--- src/rtl/msidb_pkg.sv ---
package msidb_pkg;
  localparam int unsigned CTRL_EN_BIT = 0;
  localparam int unsigned CTRL_L2_LSB = 4;
  localparam int unsigned CTRL_L2_W   = 5;
  localparam int unsigned PORT_BASE_W = 16;

  typedef enum logic [1:0] {
    CLS_PASS = 2'd0,
    CLS_FIRE = 2'd1,
    CLS_BAD  = 2'd2,
    CLS_OFF  = 2'd3
  } msidb_cls_e;

  typedef struct packed {
    logic                   enable;
    logic [CTRL_L2_W-1:0]   log2_num;
    logic [PORT_BASE_W-1:0] base;
  } msidb_cfg_t;
endpackage

--- src/rtl/msidb_cfg_decode.sv ---
module msidb_cfg_decode
  import msidb_pkg::*;
#(
  parameter int unsigned PORT_SEL = 0
) (
  input  logic [31:0] ctrl_word,
  input  logic [31:0] base_word,
  output msidb_cfg_t  cfg
);
  localparam int unsigned BASE_LSB = PORT_SEL * PORT_BASE_W;

  always_comb begin
    cfg.enable   = ctrl_word[CTRL_EN_BIT];
    cfg.log2_num = ctrl_word[CTRL_L2_LSB +: CTRL_L2_W];
    cfg.base     = base_word[BASE_LSB +: PORT_BASE_W];
  end
endmodule

--- src/rtl/msidb_classify.sv ---
module msidb_classify
  import msidb_pkg::*;
#(
  parameter int unsigned ADDR_W  = 32,
  parameter int unsigned DATA_W  = 32,
  parameter int unsigned NUM_VEC = 32,
  localparam int unsigned VIDX_W = (NUM_VEC > 1) ? $clog2(NUM_VEC) : 1,
  localparam int unsigned SUM_W  = ((DATA_W > PORT_BASE_W) ? DATA_W : PORT_BASE_W) + 1
) (
  input  logic [ADDR_W-1:0] addr,
  input  logic [DATA_W-1:0] data,
  input  logic [ADDR_W-1:0] doorbell,
  input  msidb_cfg_t        cfg,
  output msidb_cls_e        cls,
  output logic [VIDX_W-1:0] vec_idx
);
  logic             hit;
  logic             over_l2;
  logic             over_bus;
  logic [SUM_W-1:0] sum;

  always_comb begin
    hit      = (addr == doorbell);
    over_l2  = ((data >> cfg.log2_num) != '0);
    sum      = SUM_W'(data) + SUM_W'(cfg.base);
    over_bus = (sum >= SUM_W'(NUM_VEC));
    vec_idx  = sum[VIDX_W-1:0];
    if (!hit)                     cls = CLS_PASS;
    else if (!cfg.enable)         cls = CLS_OFF;
    else if (over_l2 || over_bus) cls = CLS_BAD;
    else                          cls = CLS_FIRE;
  end
endmodule

--- src/rtl/msidb_pulse_gen.sv ---
module msidb_pulse_gen #(
  parameter int unsigned NUM_VEC = 32,
  localparam int unsigned VIDX_W = (NUM_VEC > 1) ? $clog2(NUM_VEC) : 1
) (
  input  logic               clk,
  input  logic               rst_n,
  input  logic               fire,
  input  logic [VIDX_W-1:0]  idx,
  output logic [NUM_VEC-1:0] pulse
);
  for (genvar g = 0; g < NUM_VEC; g++) begin : g_line
    always_ff @(posedge clk or negedge rst_n) begin
      if (!rst_n) pulse[g] <= 1'b0;
      else        pulse[g] <= fire && (idx == VIDX_W'(g));
    end
  end

  assert_onehot_R2: assert property (@(posedge clk) disable iff (!rst_n)
    $onehot0(pulse));
endmodule

--- src/rtl/msidb_bypass_reg.sv ---
module msidb_bypass_reg #(
  parameter int unsigned ADDR_W = 32,
  parameter int unsigned DATA_W = 32
) (
  input  logic              clk,
  input  logic              rst_n,
  input  logic              load,
  input  logic [ADDR_W-1:0] in_addr,
  input  logic [DATA_W-1:0] in_data,
  output logic              free,
  output logic              out_valid,
  input  logic              out_ready,
  output logic [ADDR_W-1:0] out_addr,
  output logic [DATA_W-1:0] out_data
);
  assign free = !out_valid || out_ready;

  always_ff @(posedge clk or negedge rst_n) begin
    if (!rst_n) begin
      out_valid <= 1'b0;
      out_addr  <= '0;
      out_data  <= '0;
    end else if (free) begin
      out_valid <= load;
      if (load) begin
        out_addr <= in_addr;
        out_data <= in_data;
      end
    end
  end

  assert_stall_hold_R9: assert property (@(posedge clk) disable iff (!rst_n)
    (out_valid && !out_ready) |=> (out_valid && $stable(out_addr) && $stable(out_data)));
endmodule

--- src/rtl/msidb_decoder.sv ---
module msidb_decoder
  import msidb_pkg::*;
#(
  parameter int unsigned NUM_VEC  = 32,
  parameter int unsigned PORT_SEL = 0
) (
  input  logic               clk,
  input  logic               rst_n,
  input  logic [31:0]        cfg_ctrl,
  input  logic [31:0]        cfg_base,
  input  logic [31:0]        cfg_doorbell,
  input  logic               req_valid,
  output logic               req_ready,
  input  logic [31:0]        req_addr,
  input  logic [31:0]        req_data,
  output logic [NUM_VEC-1:0] vec_pulse,
  output logic               err_msi,
  output logic               err_bad_data,
  output logic               byp_valid,
  input  logic               byp_ready,
  output logic [31:0]        byp_addr,
  output logic [31:0]        byp_data
);
  localparam int unsigned ADDR_W = 32;
  localparam int unsigned DATA_W = 32;
  localparam int unsigned VIDX_W = (NUM_VEC > 1) ? $clog2(NUM_VEC) : 1;

  msidb_cfg_t        cfg;
  msidb_cls_e        cls;
  logic [VIDX_W-1:0] idx;
  logic              accept;
  logic              free;

  msidb_cfg_decode #(.PORT_SEL(PORT_SEL)) u_cfg (
    .ctrl_word (cfg_ctrl),
    .base_word (cfg_base),
    .cfg       (cfg)
  );

  msidb_classify #(.ADDR_W(ADDR_W), .DATA_W(DATA_W), .NUM_VEC(NUM_VEC)) u_cls (
    .addr     (req_addr),
    .data     (req_data),
    .doorbell (cfg_doorbell),
    .cfg      (cfg),
    .cls      (cls),
    .vec_idx  (idx)
  );

  assign req_ready = free;
  assign accept    = req_valid && free;

  msidb_pulse_gen #(.NUM_VEC(NUM_VEC)) u_pulse (
    .clk   (clk),
    .rst_n (rst_n),
    .fire  (accept && (cls == CLS_FIRE)),
    .idx   (idx),
    .pulse (vec_pulse)
  );

  msidb_bypass_reg #(.ADDR_W(ADDR_W), .DATA_W(DATA_W)) u_byp (
    .clk       (clk),
    .rst_n     (rst_n),
    .load      (accept && (cls == CLS_PASS)),
    .in_addr   (req_addr),
    .in_data   (req_data),
    .free      (free),
    .out_valid (byp_valid),
    .out_ready (byp_ready),
    .out_addr  (byp_addr),
    .out_data  (byp_data)
  );

  always_ff @(posedge clk or negedge rst_n) begin
    if (!rst_n) begin
      err_msi      <= 1'b0;
      err_bad_data <= 1'b0;
    end else begin
      err_msi      <= accept && (cls == CLS_OFF);
      err_bad_data <= accept && (cls == CLS_BAD);
    end
  end

  assert_pulse_needs_accept_R3: assert property (@(posedge clk) disable iff (!rst_n)
    (vec_pulse != '0) |-> $past(req_valid && req_ready));
  assert_no_vec_with_bad_R4: assert property (@(posedge clk) disable iff (!rst_n)
    err_bad_data |-> (vec_pulse == '0));
  assert_off_is_exclusive_R6: assert property (@(posedge clk) disable iff (!rst_n)
    err_msi |-> (!err_bad_data && (vec_pulse == '0)));
  assert_ready_low_in_stall_R9: assert property (@(posedge clk) disable iff (!rst_n)
    (byp_valid && !byp_ready) |-> !req_ready);
endmodule

--- config.mk ---
export PLATFORM = sky130hd
export DESIGN_NAME = msidb_decoder
export DESIGN_NICKNAME = d
export VERILOG_FILES = /design/src/rtl/msidb_pkg.sv /design/src/rtl/msidb_cfg_decode.sv /design/src/rtl/msidb_classify.sv /design/src/rtl/msidb_pulse_gen.sv /design/src/rtl/msidb_bypass_reg.sv /design/src/rtl/msidb_decoder.sv
export SDC_FILE = /design/constraint.sdc
export NUM_CORES = 1
export LEC_CHECK = 0
export BUFFER_PORTS_ARGS = -buffer_cell sky130_fd_sc_hd__buf_2
export CAP_MARGIN = 20
export CORE_UTILIZATION = 25
export CTS_BUF_LIST = sky130_fd_sc_hd__clkbuf_4 sky130_fd_sc_hd__clkbuf_8
export DETAILED_ROUTE_END_ITERATION = 16
export PLACE_DENSITY = 0.5
export SLEW_MARGIN = 20
export SYNTH_ARGS = -nofsm -noshare
export SYNTH_HDL_FRONTEND = slang
export SYNTH_HIERARCHICAL = 1
export SYNTH_SLANG_ARGS = --single-unit
--- constraint.sdc ---
create_clock -name clk -period 2.4 [get_ports clk]
set_clock_uncertainty 0.15 [all_clocks]
set_input_delay 0.36 -clock clk [delete_from_list [all_inputs] [get_ports clk]]
set_output_delay 0.36 -clock clk [all_outputs]
set_load 0.05 [all_outputs]
### Word level (Yosys, flattened, before mapping)

Cells that the tools add are included.

| word-level totals | value |
|---|---|
| flip-flop bits (word level) | 99 |
| output and inout bits | 100 |
| logic and storage cells | 122 |

| operators by class | value |
|---|---|
| $add $sub $neg | 1 |
| order comparisons | 1 |
| equal/unequal tests | 35 |
| shifts and indexed selects | 1 |
| multiplexer cells | 3 |
| reduce and logical (&&, ||, !) cells | 44 |

Operator list:

| operator | count |
|---|---|
| $eq A5 B5 Y1 const B | 16 |
| $eq A5 B4 Y1 const B | 8 |
| $logic_and A1 B1 Y1 | 37 |
| $add A32 B16 Y33 | 1 |
| $ge A33 B6 Y1 const B | 1 |
| $eq A32 B32 Y1 | 1 |
| $reduce_bool A32 Y1 | 1 |
| $shr A32 B5 Y32 | 1 |
| $eq A5 B3 Y1 const B | 4 |
| $eq A5 B2 Y1 const B | 2 |
| $mux W2 | 3 |
| $eq A5 B1 Y1 const B | 1 |
| $logic_not A5 Y1 | 1 |
| $eq A2 B2 Y1 const B | 2 |
| $eq A2 B1 Y1 const B | 1 |
| $logic_not A2 Y1 | 1 |
| $logic_or A1 B1 Y1 | 2 |
| $reduce_and A2 Y1 | 1 |
| $logic_not A1 Y1 | 1 |

### Longest topological paths before layout

Gate-level depths: netlist of the first run.

| depth | value |
|---|---|
| word-level depth | 9 |
| mapped depth | 16 |
| gate-level depth less buffers | 13 |

### Modules after synthesis

Netlist of the first run, hierarchy kept.

Modules (own cells, without submodules):

| module | instances | cells each | area an instance (um^2) | seq. area each (um^2) |
|---|---|---|---|---|
| msidb_classify | 1 | 400 | 2941.6 | 0.0 |
| msidb_bypass_reg | 1 | 138 | 2671.3 | 1626.6 |
| msidb_pulse_gen | 1 | 79 | 1031.0 | 800.8 |
| msidb_cfg_decode | 1 | 22 | 165.2 | 0.0 |
| msidb_decoder | 1 | 6 | 95.1 | 50.0 |

### Worst setup path before layout of the first run

OpenSTA, ideal clock, no wires.

| timing | value |
|---|---|
| path type | in2reg |
| start point | in cfg_base[0] |
| end point | reg u_byp.out_addr[0] |
| arrival time | 3.990 ns |
| setup slack | -1.865 ns |
| cell stages on the path | 15 |
| path buffers | 2 |
| cell sequence | buf_4 > ha_1 > fa_1 > a211oi_1 > o21ai_0 > a32oi_2 > a21oi_1 > mux2i_1 > a2111oi_0 > nand4_1 > o41ai_1 > and4bb_2 > nand2_4 > buf_6 > mux2_4 |

| on the way | value |
|---|---|
| word-level cells in the longest chain between the ends | 9 |

RTL lines:

| what | line | RTL |
|---|---|---|
| from (decl) | msidb_decoder.sv:10 | `input logic [31:0] cfg_base,` |
| $add A32 B16 Y33 | msidb_classify.sv:25 | `sum = SUM_W'(data) + SUM_W'(cfg.base);` |
| $ge A33 B6 Y1 | msidb_classify.sv:26 | `over_bus = (sum >= SUM_W'(NUM_VEC));` |
| $logic_or A1 B1 Y1 | msidb_classify.sv:30 | `else if (over_l2 \|\| over_bus) cls = CLS_BAD;` |
| $mux W2 | msidb_classify.sv:30 |  |
| $mux W2 | msidb_classify.sv:29 | `else if (!cfg.enable) cls = CLS_OFF;` |
| $mux W2 | msidb_classify.sv:28 | `if (!hit) cls = CLS_PASS;` |
| named net cls[0] | msidb_decoder.sv:29 | `msidb_cls_e cls;` |
| $logic_not A2 Y1 | msidb_decoder.sv:63 | `.load (accept && (cls == CLS_PASS)),` |
| $logic_and A1 B1 Y1 | msidb_decoder.sv:63 |  |
| $reduce_and A2 Y1 (no line) | - |  |
| to (signal assigned) | msidb_bypass_reg.sv:26 | `out_addr <= in_addr;` |
| to (decl) | msidb_bypass_reg.sv:13 | `output logic [ADDR_W-1:0] out_addr,` |

The timed path passes the listed nets, and every way through them passes these cells.
A chain may end at the register's enable or synchronous reset.

### Worst setup path in the final report of the first run

| timing | value |
|---|---|
| start point | in req_data[0] |
| end point | reg u_byp.out_addr[13] |

| on the way | value |
|---|---|
| word-level cells in the longest chain between the ends | 9 |

RTL lines:

| what | line | RTL |
|---|---|---|
| from (decl) | msidb_decoder.sv:15 | `input logic [31:0] req_data,` |
| $add A32 B16 Y33 / $shr A32 B5 Y32 (equally long branches) | msidb_classify.sv:25, msidb_classify.sv:24 |  |
| $ge A33 B6 Y1 / $reduce_bool A32 Y1 (equally long branches) | msidb_classify.sv:26, msidb_classify.sv:24 |  |
| $logic_or A1 B1 Y1 * | msidb_classify.sv:30 |  |
| $mux W2 * | msidb_classify.sv:30 |  |
| $mux W2 * | msidb_classify.sv:29 |  |
| $mux W2 * | msidb_classify.sv:28 |  |
| named net cls[1] | msidb_decoder.sv:29 |  |
| $logic_not A2 Y1 * | msidb_decoder.sv:63 |  |
| $logic_and A1 B1 Y1 * | msidb_decoder.sv:63 |  |
| $reduce_and A2 Y1 (no line) * | - |  |

Mark *: on every way through the listed nets, which the timed path passes. The rest lies on a longest branch.

==> results of run 1 <==
kinds of logic after synthesis:
kind of cell	count (synthesis)	share of synthesized area
simple gates	192	0.158
mux	90	0.191
fa+ha+maj	17	0.0319
flops	99	0.359
xor+xnor	44	0.0558
buf+inv	76	0.0716
compound gates	127	0.133
Yosys cell counts, types with 4 or more instances:
cell type,n
dfrtp_1,99
mux2_4,60
nor2_1,53
xnor2_1,39
a21oi_1,31
nand2_1,28
buf_4,26
nand4_1,17
ha_1,16
mux2i_1,16
o21ai_0,15
clkbuf_1,14
inv_1,14
nand3_1,14
nor3_1,11
buf_2,9
nor4_1,9
a211oi_1,8
buf_6,8
a21o_1,7
o211ai_1,7
mux2_2,6
mux4_2,6
nand2b_1,6
nor2b_1,6
or3_1,5
xor2_1,5
a2111oi_0,4
and3_1,4
clkbuf_8,4
nand4b_1,4
nor4b_1,4
o211a_1,4
o21a_1,4
sequential cells by signal, indices dropped and copies added (netlist names):
name and flops:
u_byp/out_addr 32, err_msi 1, u_byp/out_data 32, u_pulse/pulse 32
u_byp/out_valid 1, err_bad_data 1
what timing repair did:
| item | CTS | global route |
|---|---|---|
| resized for setup | 26 | 25 |
| endpoints found under the hold margin | 43 | 0 |
| gates cloned | 4 | 0 |
| buffers inserted | 9 | 2 |
| hold buffers | 1 | 0 |
| endpoints found under the setup margin | 99 | 99 |
| pin swaps | 13 | 7 |
cell usage in the layout (no fill, tap or decap), types with 11 or more instances in the layout:
cell	count
mux2i_1	16
nor3_1	11
o21ai_0	12
nand4_1	17
inv_1	14
buf_2	218
ha_1	13
xnor2_1	39
mux2_4	61
nand2_1	26
buf_4	175
a21oi_1	26
dfrtp_1	99
nor2_1	41
nor2_2	11
nand3_1	14
per-layer routing:
metal	track usage	wire length, um	up-vias
li1	-	-	3097
met1	0.216	10800	3128
met2	0.301	11800	231
met3	0.0371	1530	26
met4	0.0451	404	6
met5	0	27	-
worst max path at each step:
| stage | start | slack (ns) | end |
|---|---|---|---|
| floorplan | cfg_base[7] | -1.54 | u_byp/out_addr[0] |
| global placement | req_data[0] | -1.98 | u_byp/out_data[31] |
| detailed placement | req_data[0] | -2.04 | u_byp/out_data[31] |
| CTS | req_data[0] | -1.52 | u_byp/out_data[15] |
| global route | cfg_base[1] | -1.69 | u_byp/out_data[15] |
| finish | req_data[0] | -1.59 | u_byp/out_addr[13] |
through the flow:
| step | setup WS, ns | hold WS (ns) | instance area [um2] | util |
|---|---|---|---|---|
| final | -1.59 | 0.0778 | 10200 | 0.377 |
| after CTS | -1.52 | 0.0515 | 10100 | 0.373 |
| after global placement | -1.98 | 0.254 | 9520 | 0.352 |
| after global routing | -1.69 | 0.0574 | 10200 | 0.377 |
| after floorplan | -1.54 | -0.0856 | 7070 | - |
| after detailed placement | -2.04 | 0.258 | 9520 | 0.352 |
power by group:
group	switching (mW)	internal [mW]
logic	1.71	1.12
clock network	0.685	0.413
registers	0.135	1.89
total	2.53	3.42
area by class of cell:
cell class | count | area, um2
Antenna cell | 1 | 2.50
Clock buffer | 9 | 124
Clock inverter | 7 | 78.8
Fill cell | 2713 | 16800
Inverter | 14 | 52.6
Multi-Input combinational cell | 471 | 4270
Sequential cell | 99 | 2480
Tap cell | 341 | 427
Timing Repair Buffer | 413 | 2770
==> impl_results.md, run 1 <==
* Slowest cell on crit path: o41a_1
* Yosys Warn Count at 6
* Max Buffers Root-to-Sink at 2
* Worst skew pair latency at approximately 0.38 ns
* Largest net degree at the start of global routing at 46
* CP Capture Type: register
* Final Cycle Share at 1.66
* IO Port Bufs at ~220
* Static Leak at 4.98 nW
* Final net count at roughly 1,200
* PnR Total Power at between 5 and 6 mW
* Remaining antenna violation count at 0
* Final Max Tran Viols at 0
* P per Cell Area at 583 mW/mm2
* CP bufs+invs at 2
* Worst endpoint data arrival time at roughly 4 ns
* Final min period at between 3 and 4 ns
* CP Depth at 15
* Global-route wire length before repair at between 30,000 and 40,000 um
* Failing checks: setup timing
* Crit-path cells: buf_6, ha_4, fa_2, a211oi_4, o21ai_2, a32oi_4, a21oi_2, o32a_2, a2111oi_4, nand4_1, o41a_1, and4bb_4, nand2_8, bufbuf_16, mux2_4
* Post-synth top area cell: dfrtp_1
* Peak supply drop at approximately 0.22 mV
* I/O pin total at approximately 260
* Total Neg Setup Slack at -143.47 ns
* Worst R2R End: u_byp/out_addr[13]
* Type of element launching the critical path: primary input
* All-Layer GR Usage at 0.173
* Critical path required time at between 2 and 3 ns
* Fmax achieved at 251 MHz
* Cells on worst reg2reg path at 5
* Max-slew headroom at 0.436
* Final hold violations at 0
* Crit Path Class: in -> reg
* Wire per inst at 18.1 um
* Placed Cells at ~1,300
* Area growth from synthesis to layout at 47.7%
* Worst-path fanout max at 6
* GPL Wtd Cong at slightly above 0.9
* Die Y at 168 um
* Clock H-tree levels at 3
* GR Overflow Total at 0
* TritonCTS clock tree: yes
* Mean area per synthesized cell at 10.7 um2
* TritonCTS Buffers at 9
* Vias per cell at between 4 and 5
* Mapped Nets at between 800 and 900
* Post-synthesis sequential element count at just under 100
* Layout cells sized above 1 at 0.560
* Post-Synthesis Cells at about 650
* Seq/Total Area, Yosys at 0.359
* HPWL after DPL at 19,300 um
* Worst Slack Setup Final at -1.59 ns
* Area contributors post-synth: dfrtp_1 (36%), mux2_4 (13%), xnor2_1 (4.9%)
* RR Startpoint: u_byp/out_valid
* Synth top area share at 0.359
* Status: finished with violations
* Mapped cell area at a little under 0.007 mm2
* CTS sink cnt at 99
* FF-to-FF setup slack at around 0.48 ns
* Starting DRC count in detailed routing at 378
* Via count at approximately 6,500
* Hold Path Class: in -> reg
* EDFF count, synth at 0
* Die area at between 0.02 and 0.03 mm2
* Hold wc startpoint: req_addr[2]
* MaxCap Viol Count at 0
* Final setup viols at just under 100
* Post-synthesis cell type count at 87
* Total wire length at about 25,000 um
* Die W at 168 um
* Worst Hold End: u_byp/out_addr[2]
* DR DRC count at 0
* Drt pass-1 iters at 5
* Row cnt at 60
* Worst slew pin tran at 0.840 ns
* Initial core utilization at 0.255
* Async set-or-reset flop fraction in the synthesized netlist at 1.00
* CP peak stage delay at between 0.4 and 0.5 ns
* Layout Cells excl Fill at approximately 1,400
* Initial antenna violation count at 3
* Hold Path Cell Cnt at 2
* Clk slew on worst S/H paths at roughly 0.11 ns
* Crit-path leading delay family: compound AO/OA/AOI/OAI gates
* Number of global-route vias before repair at between 6,000 and 7,000
* Core area at approximately 0.027 mm2
* Root buffer cell: clkbuf_8
* RSZ-0062 raised after global routing: true
* Prevailing post-synth register cell: dfrtp_1
(Power assumes the default switching activity.)
==> run 2: changes to the inputs <==
--- a/config.mk
+++ b/config.mk
@@ -7,10 +7,10 @@
 export LEC_CHECK = 0
 export BUFFER_PORTS_ARGS = -buffer_cell sky130_fd_sc_hd__buf_2
 export CAP_MARGIN = 20
-export CORE_UTILIZATION = 25
+export CORE_UTILIZATION = 41
 export CTS_BUF_LIST = sky130_fd_sc_hd__clkbuf_4 sky130_fd_sc_hd__clkbuf_8
 export DETAILED_ROUTE_END_ITERATION = 16
-export PLACE_DENSITY = 0.5
+export PLACE_DENSITY = 0.73
 export SLEW_MARGIN = 20
 export SYNTH_ARGS = -nofsm -noshare
 export SYNTH_HDL_FRONTEND = slang
==> run 2 against run 1 <==
The flow still finishes with violations (setup timing). Non-clock buffer count down 10. Fmax increased by 2.2%. Critical path depth unchanged. Sequential share of layout area is 0.98 points higher. Combinational power down 4%. Cell area down 3.9%. Total power is 2.3% lower. Die area decreased by 39%. First-iteration DRC count decreased by 12%. Global-route usage rose by 7.6 points. Via count up 0.80%. Critical path type unchanged.
==> impl_results.md, run 2 (synthesis results as in run 1) <==
* Total wire length at 21,700 um (-12%)
* Die area at 0.0174 mm2 (-39%)
* DR DRC count at 0 (unchanged)
* Met3 Routed Length at 1180 um (-23%)
* Vias per cell at 5.35 (+12%)
* Drt pass-1 iters at 5 (unchanged)
* Fmax achieved at 256 MHz (+2.2%)
* Global-route wire length before repair at 34,100 um (-9.5%)
* Worst R2R End: u_byp/out_addr[31]
* HPWL after DPL at 17,600 um (-8.7%)
* Peak supply drop at 0.437 mV (+97%)
* Starting DRC count in detailed routing at 333 (-12%)
* Area growth from synthesis to layout at 42.0%
* Static Leak at 4.84 nW (-2.8%)
* P per Cell Area at 592 mW/mm2 (+1.6%)
* TritonCTS Buffers at 9 (unchanged)
* Worst hold margin at 0.103 ns (+0.0249 ns)
* IO Port Bufs at 221 (unchanged)
* Crit Path Class: in -> reg
* Cells on worst reg2reg path at 5 (unchanged)
* CP peak stage delay at 0.41 ns (about the same)
* RSZ-0062 raised after global routing: true
* Clock H-tree levels at 3 (unchanged)
* Crit-path cells: buf_8, ha_4, fa_2, a211oi_4, o21ai_2, a32oi_4, a21oi_2, o32a_4, a2111oi_4, nand4_1, o41a_1, and4bb_2, nand2_4, buf_12, mux2_4
* Clk slew on worst S/H paths at 0.09 ns (-0.02 ns)
* Worst skew pair latency at 0.36 ns (-0.02 ns)
* Worst Slack Setup Final at -1.50 ns (+0.0848 ns)
* Slowest cell on crit path: o41a_1
* Via count at 6,540 (+0.80%)
* I/O pin total at 264 (unchanged)
* Status: finished with violations
* Final Max Tran Viols at 0 (unchanged)
* Wire length on met2 at 10,800 um (-8.7%)
* Max Buffers Root-to-Sink at 2 (unchanged)
* Hold Path Cell Cnt at 2 (unchanged)
* All-Layer GR Usage at 0.249 (+0.0759)
* Commonest non-fill, non-tap cell in the layout: buf_2
* Die W at 132 um (-22%)
* Critical path required time at 2.50 ns (-0.02 ns)
* Filler Cells Inserted at 1,371 (-49%)
* Worst slew pin tran at 0.490 ns (-0.351 ns)
* Initial antenna violation count at 1 (-2)
* Worst Hold End: u_byp/out_addr[7]
* Root buffer cell: clkbuf_8
* Type of element launching the critical path: primary input
* Final min period at 3.90 ns (-0.0848 ns)
* Worst-path fanout max at 28 (+22)
* CP bufs+invs at 2 (unchanged)
* Initial core utilization at 0.418 (+0.162)
* Row cnt at 47 (-22%)
* Wire per inst at 17.7 um (-2.0%)
* Hold Path Class: in -> reg
* Top layer in use: met4
* GPL Wtd Cong at 0.981 (+6.1%)
* DRT met1 WL at 8930 um (-17%)
* Worst endpoint data arrival time at 4.01 ns (-0.09 ns)
* TritonCTS clock tree: yes
* Layout cells sized above 1 at 0.551 (-0.00883)
* MaxCap Viol Count at 0 (unchanged)
* PnR Total Power at 5.81 mW (-2.3%)
* Largest registers: u_byp/out_addr x32, u_byp/out_data x32, u_pulse/pulse x32
* Dpl ws at -2.00 ns (+0.0408 ns)
* GR Overflow Total at 0 (unchanged)
* CP Capture Type: register
* Max-slew headroom at 0.673 (+0.238)
* Final Cycle Share at 1.63 (-0.0354)
* Final setup viols at 99 (unchanged)
* Final hold violations at 0 (unchanged)
* Number of global-route vias before repair at 6,562 (-1.7%)
* Core area at 0.0165 mm2 (-39%)
* Crit-path leading delay family: compound AO/OA/AOI/OAI gates
* CTS sink cnt at 99 (unchanged)
* Failing checks: setup timing
* Largest net degree at the start of global routing at 47 (+2.2%)
* FF-to-FF setup slack at 0.59 ns (+0.11 ns)
* Final net count at 1,178 (-0.93%)
* Die Y at 132 um (-22%)
* Post-Route Utilization at 0.593 (+0.216)
* Commonest non-fill, non-tap cells in the layout: buf_2 (218), buf_4 (174), dfrtp_1 (99)
* RR Startpoint: u_byp/out_valid
* Remaining antenna violation count at 0 (unchanged)
* Hold wc startpoint: req_addr[7]
run 2: final cells by class:
type	count	area (um2)	share of cell area
multi-input cells	470	4210	0.430
repair buffers	403	2580	0.263
flip-flops and latches	99	2480	0.253
well taps	220	275	0.0281
clock buffers	9	124	0.0126
clock inverters	7	80.1	0.00817
inverters	14	52.6	0.00536
diodes	1	2.50	0.000255
run 2: timing repair:
action / CTS / global route
buffers inserted: 1 / 5
endpoints found under the hold margin: 37 / 0
hold buffers: 1 / 0
gates resized for setup: 23 / 14
gates cloned: 0 / 0
pin swaps: 4 / 5
endpoints found under the setup margin: 99 / 99
run 2: worst max path at each step:
stage                startpoint           endpoint  depth (start not counted)
floorplan           cfg_base[7]  u_byp/out_addr[0]                         15
global placement    req_data[0]  u_byp/out_data[4]                         15
CTS                 req_data[0]  u_byp/out_addr[5]                         15
detailed placement  req_data[0]  u_byp/out_data[5]                         15
finish              req_data[0]  u_byp/out_addr[5]                         15
global route        req_data[0]  u_byp/out_addr[5]                         15
run 2: through the flow:
stage	TNS, ns	cells	instance area [um2]
finish	-138.06	1223	9800
CTS	-132.37	1217	9710
global route	-146.18	1223	9800
detailed placement	-188.12	1199	9340
global placement	-176.53	1199	9340
floorplan	-139.51	645	7070
run 2: power breakdown:
part | switching, mW | internal (mW)
clock network | 0.645 | 0.414
logic | 1.65 | 1.06
registers | 0.145 | 1.89
run 2: layer usage:
metal / vias up / global-route usage
met5: - / 0
li1: 3077 / -
met4: 0 / 0.112
met2: 269 / 0.426
met3: 51 / 0.0438
met1: 3143 / 0.306
